## config.mk

```make
export PLATFORM = sky130hd
export DESIGN_NAME = dp_contention_arb
export DESIGN_NICKNAME = d
export VERILOG_FILES = /design/src/rtl/dpa_pkg.sv /design/src/rtl/dpa_arrival.sv /design/src/rtl/dpa_fsm.sv /design/src/rtl/dpa_port_gate.sv /design/src/rtl/dp_contention_arb.sv
export SDC_FILE = /design/constraint.sdc
export NUM_CORES = 1
export LEC_CHECK = 0
export BUFFER_PORTS_ARGS = -buffer_cell sky130_fd_sc_hd__buf_4
export CORE_MARGIN = 2
export CORE_UTILIZATION = 50
export CTS_BUF_LIST = sky130_fd_sc_hd__clkbuf_8 sky130_fd_sc_hd__clkbuf_16
export CTS_CLUSTER_DIAMETER = 40
export DETAILED_ROUTE_END_ITERATION = 8
export PLACE_DENSITY = 0.73
export SLEW_MARGIN = 30
export SYNTH_ARGS = -nofsm -noshare
export SYNTH_HDL_FRONTEND = slang
export SYNTH_SLANG_ARGS = --single-unit
export TNS_END_PERCENT = 100
```

## constraint.sdc

```tcl
create_clock -name clk -period 3.2 [get_ports clk]
set_clock_uncertainty 0.05 [all_clocks]
set_input_delay 0.64 -clock clk [delete_from_list [all_inputs] [get_ports clk]]
set_output_delay 0.64 -clock clk [all_outputs]
set_load 0.005 [all_outputs]
```

## src/rtl/dpa_pkg.sv

```systemverilog
package dpa_pkg;
    typedef enum logic [1:0] {
        ARB_FREE    = 2'd0,
        ARB_A_HOLDS = 2'd1,
        ARB_B_HOLDS = 2'd2
    } arb_state_t;
endpackage

```

## src/rtl/dpa_arrival.sv

```systemverilog
// Flags a port as freshly arriving: enable just rose or address moved.
module dpa_arrival #(
    parameter int ADDR_W = 16
) (
    input  logic              clk,
    input  logic              rst_n,
    input  logic              ce,
    input  logic [ADDR_W-1:0] addr,
    output logic              fresh
);
    logic              prev_ce;
    logic [ADDR_W-1:0] prev_addr;

    always_ff @(posedge clk) begin
        if (!rst_n) begin
            prev_ce   <= 1'b0;
            prev_addr <= '0;
        end else begin
            prev_ce   <= ce;
            prev_addr <= addr;
        end
    end

    always_comb begin
        fresh = ce && (!prev_ce || (addr != prev_addr));
    end
endmodule

```

## src/rtl/dpa_fsm.sv

```systemverilog
module dpa_fsm
    import dpa_pkg::*;
(
    input  logic       clk,
    input  logic       rst_n,
    input  logic       master,
    input  logic       match,
    input  logic       fresh_a,
    input  logic       fresh_b,
    output arb_state_t state
);
    arb_state_t state_nx;
    logic       tie_b;
    logic       tie_b_nx;

    always_ff @(posedge clk) begin
        if (!rst_n) begin
            state <= ARB_FREE;
            tie_b <= 1'b0;
        end else begin
            state <= state_nx;
            tie_b <= tie_b_nx;
        end
    end

    always_comb begin
        state_nx = state;
        tie_b_nx = tie_b;
        unique case (state)
            ARB_FREE: begin
                if (master && match) begin
                    if (fresh_a && !fresh_b) begin
                        state_nx = ARB_B_HOLDS;
                    end else if (fresh_b && !fresh_a) begin
                        state_nx = ARB_A_HOLDS;
                    end else begin
                        state_nx = tie_b ? ARB_B_HOLDS : ARB_A_HOLDS;
                        tie_b_nx = !tie_b;
                    end
                end
            end
            ARB_A_HOLDS, ARB_B_HOLDS: begin
                if (!master || !match) state_nx = ARB_FREE;
            end
            default: state_nx = ARB_FREE;
        endcase
    end
endmodule

```

## src/rtl/dpa_port_gate.sv

```systemverilog
module dpa_port_gate (
    input  logic master,
    input  logic lose,
    input  logic ce,
    input  logic we,
    input  logic busy_in_n,
    output logic busy_n,
    output logic wr_en
);
    always_comb begin
        busy_n = !(master && lose);
        if (master) wr_en = ce && we && !lose;
        else        wr_en = ce && we && busy_in_n;
    end
endmodule

```

## src/rtl/dp_contention_arb.sv

```systemverilog
module dp_contention_arb
    import dpa_pkg::*;
#(
    parameter int ADDR_W = 16
) (
    input  logic              clk,
    input  logic              rst_n,
    input  logic              is_master,
    input  logic              ce_a,
    input  logic              we_a,
    input  logic [ADDR_W-1:0] addr_a,
    input  logic              ce_b,
    input  logic              we_b,
    input  logic [ADDR_W-1:0] addr_b,
    input  logic              busy_in_a_n,
    input  logic              busy_in_b_n,
    output logic              busy_a_n,
    output logic              busy_b_n,
    output logic              wr_en_a,
    output logic              wr_en_b
);
    localparam int NPORT = 2;

    logic [NPORT-1:0]       ce_v, we_v, bin_v, fresh_v, lose_v, busy_v, wr_v;
    logic [ADDR_W-1:0]      addr_v [NPORT];
    logic                   match;
    arb_state_t             state;

    assign ce_v   = {ce_b, ce_a};
    assign we_v   = {we_b, we_a};
    assign bin_v  = {busy_in_b_n, busy_in_a_n};
    assign addr_v[0] = addr_a;
    assign addr_v[1] = addr_b;
    assign match  = ce_a && ce_b && (addr_a == addr_b);
    assign lose_v = {state == ARB_A_HOLDS, state == ARB_B_HOLDS};

    for (genvar g = 0; g < NPORT; g++) begin : g_port
        dpa_arrival #(.ADDR_W(ADDR_W)) u_arr (
            .clk   (clk),
            .rst_n (rst_n),
            .ce    (ce_v[g]),
            .addr  (addr_v[g]),
            .fresh (fresh_v[g])
        );
        dpa_port_gate u_gate (
            .master    (is_master),
            .lose      (lose_v[g]),
            .ce        (ce_v[g]),
            .we        (we_v[g]),
            .busy_in_n (bin_v[g]),
            .busy_n    (busy_v[g]),
            .wr_en     (wr_v[g])
        );
    end

    dpa_fsm u_fsm (
        .clk     (clk),
        .rst_n   (rst_n),
        .master  (is_master),
        .match   (match),
        .fresh_a (fresh_v[0]),
        .fresh_b (fresh_v[1]),
        .state   (state)
    );

    assign busy_a_n = busy_v[0];
    assign busy_b_n = busy_v[1];
    assign wr_en_a  = wr_v[0];
    assign wr_en_b  = wr_v[1];
endmodule

```

==> flow_summary_export.csv <==
group,metric,value,unit
yosys,ys.flop_type,"dfxtp_1",
pwr,p_sw,235.7,uW
sta,hold_slack,464.3,ps
yosys,synth_area_per_cell,9.974,um^2
pwr,leakagePower,0.0009717,uW
yosys,synth.area.top_cells,"dfxtp_1, xor2_1, and2_1",
clock_tree,ctsHoldBuffers,0,
yosys,ys_seq_area_share,42.44,%
yosys,async_reset_ff_share,0,%
floorplan,start_util,52.31,%
clock_tree,clk_pin_slew,70,ps
pwr,power.share.clock,37.7,%
global_route,grt_pass1_vias,1328,
clock_tree,clk_latency,290,ps
worst_setup_path,max_stage_delay,440,ps
sta,worst_pin_slew,384.1,ps
layout,layout_commonest_cell,"buf_4",
clock_tree,clk_path_buf_depth,2,
yosys,synth_edf_count,0,
yosys,synth-seq-cells,37,
placed_design,gp_congestion,0.8175,
routing,dr.pass1.iters,4,
global_route,overflow,0,
sta,setup_viol,0,
pwr,p_int,797.6,uW
job,maxCapViolCount,0,
yosys,ys_warn_count,0,
worst_setup_path,crit_fanout,3,
pwr,vdd_drop_max,0.3333,mV
floorplan,die-area,3980,um^2
placed_design,hpwl,2775,um
min_path,hold_class,"reg2reg",
clock_tree,clock_sinks,37,
clock_tree,cts_setup_buffers,0,
yosys,synth_fp_nets,221,
routing,via_per_inst,4.770,
global_route,grt_util_all_layers,19.33,%
yosys,synthCells,175,
clock_tree,cts_resized,0,
sta,max_freq,413.8,MHz
routing,drtIter0Drc,31,
layout,antenna_cells,0,
pwr,power.total,1033,uW
clock_tree,cts_buffers,5,
clock_tree,htree_levels,2,
worst_setup_path,setup.worst_path.start_class,"primary input",
clock_tree,cts_tree,"done",
global_route,grt_max_degree,38,
routing,highest_layer,"met4",
routing,finalWirelength,3498,um
worst_setup_path,crit_required,3330,ps
floorplan,std_cell_rows,21,
worst_setup_path,crit_top_cell,"nand2_1",
routing,met1_length,1521,um
global_route,antenna_found_initial,0,
pwr,p_seq_share,47.7,%
worst_setup_path,worst-path-buf-inv,1,
routing,dr_wl_met3,174,um
floorplan,ios,45,
worst_setup_path,critPathTopFamily,"simple AND/OR/NAND/NOR gates",
layout,final_cell_mix,"buf_4, dfxtp_1, and2_1",
floorplan,die_x,63.09,um
worst_setup_path,worstPathCellList,"buf_4 > xor2_1 > nor4_1 > nand2_1 > o41a_1 > ha_1 > nand2_1 > nor4_2 > xnor2_1 > nor2b_1",
layout,num-nets-final,268,
sta,period_needed,2416,ps
sta,slew_viol_final,0,
placed_design,dp_cells,261,
yosys,yosysTopAreaCell,"dfxtp_1",
sta,fin_tns_setup,0,ps
worst_setup_path,worstSetupPathType,"in2reg",
worst_setup_path,arrival,2550,ps
pwr,power_per_cell_area,463.5,nW/um^2
outcome,outcome,"complete, no violations",
yosys,synth_area,1745,um^2
pwr,comb_power_share,14.6,%
yosys,ys_types,24,
routing,detail_route.wl_per_cell,13.00,um
worst_setup_path,cp_slowest_cell,"o41a_1",
floorplan,core,3337,um^2
sta,grt_setup_unrepaired,"false",
placed_design,port_buffers,44,
pwr,swShare,22.81,%
routing,ant_nets,0,
global_route,grt_pass1_wl,5906,um
floorplan,dieHeight,63.09,um
routing,drcViolationCount,0,
sta,period_share,75.51,%
sta,finalHoldViolCount,0,
layout,finalNonFillerCells,269,
routing,vias,1283,
sta,slew_headroom,74.16,%
worst_setup_path,cp-end-kind,"flop",
clock_tree,cts_root_buffer,"clkbuf_8",
routing,wl_met2,1707,um
layout,layout-drive-gt1-share,25.11,%
yosys,synth_top_cell_area_share,42.44,%
layout,area_growth,27.74,%
worst paths after layout:
check,start,end,slack (ps),depth (start not counted)
setup / recovery,addr_a[9],u_fsm.tie_b$_SDFFE_PN0P_,780,10
hold / removal,u_fsm.state[1]$_SDFFE_PN0P_,u_fsm.state[1]$_SDFFE_PN0P_,460,1
setup reg to reg,g_port[0].u_arr.prev_addr[9]$_SDFF_PN0_,u_fsm.tie_b$_SDFFE_PN0P_,940,9
hold reg to reg,u_fsm.state[1]$_SDFFE_PN0P_,u_fsm.state[1]$_SDFFE_PN0P_,460,1
state kept, by name, indices dropped and copies added, names as in the netlist:
register,cells
g_port.u_arr.prev_addr,32
g_port.u_arr.prev_ce,2
u_fsm.state,2
u_fsm.tie_b,1
stage by stage:
step | worst slack, ps | cell area [um^2] | utilization, %
finish | 783.6 | 2230 | 66.82
floorplan | 861.7 | 1745 | -
detailed placement | 474.4 | 2118 | 63.48
CTS | 783.3 | 2230 | 66.82
global placement | 641.8 | 2118 | 63.48
global route | 680.4 | 2230 | 66.82
metal layers:
| layer | track usage [%] | vias up |
|---|---|---|
| met4 | 11.11 | 0 |
| met5 | 0 | - |
| li1 | - | 653 |
| met2 | 31.78 | 34 |
| met1 | 22.27 | 587 |
| met3 | 5.714 | 9 |
power groups by stage:
stage / logic (uW) / clock network [uW] / registers [uW]
2_1_floorplan: 77.9 / 0 / 502
3_3_place_gp: 148 / 0 / 503
6_report: 151 / 390 / 493
4_1_cts: 152 / 399 / 493
3_5_place_dp: 151 / 0 / 504
5_1_grt: 166 / 420 / 494
synth_stat cells, types with 2 or more instances:
master	number
dfxtp_1	37
and2_1	33
xor2_1	26
xnor2_1	23
nand2_1	11
inv_1	7
nor4_1	6
ha_1	5
clkbuf_1	4
mux2i_1	3
nand3_1	3
nand4_1	3
and3_1	2
o41a_1	2
area by class of cell:
class,instances,area (um^2)
fill,300,1107
multi-input combinational,127,963.4
sequential,37,740.7
timing repair buffer,44,330.3
clock buffer,5,68.82
tap,46,57.56
clock inverter,3,42.54
inverter,7,26.28
kinds of logic (layout without fill, tap and decap cells):
group,count (synthesis),after routing,share of synthesized area (%)
mux,3,3,1.720
fa+ha+maj,5,5,3.584
buf+inv,11,59,2.366
compound gates,5,5,2.652
simple gates,65,65,22.65
xor+xnor,49,49,24.59
flops,37,37,42.44
(Power assumes the default switching activity.)
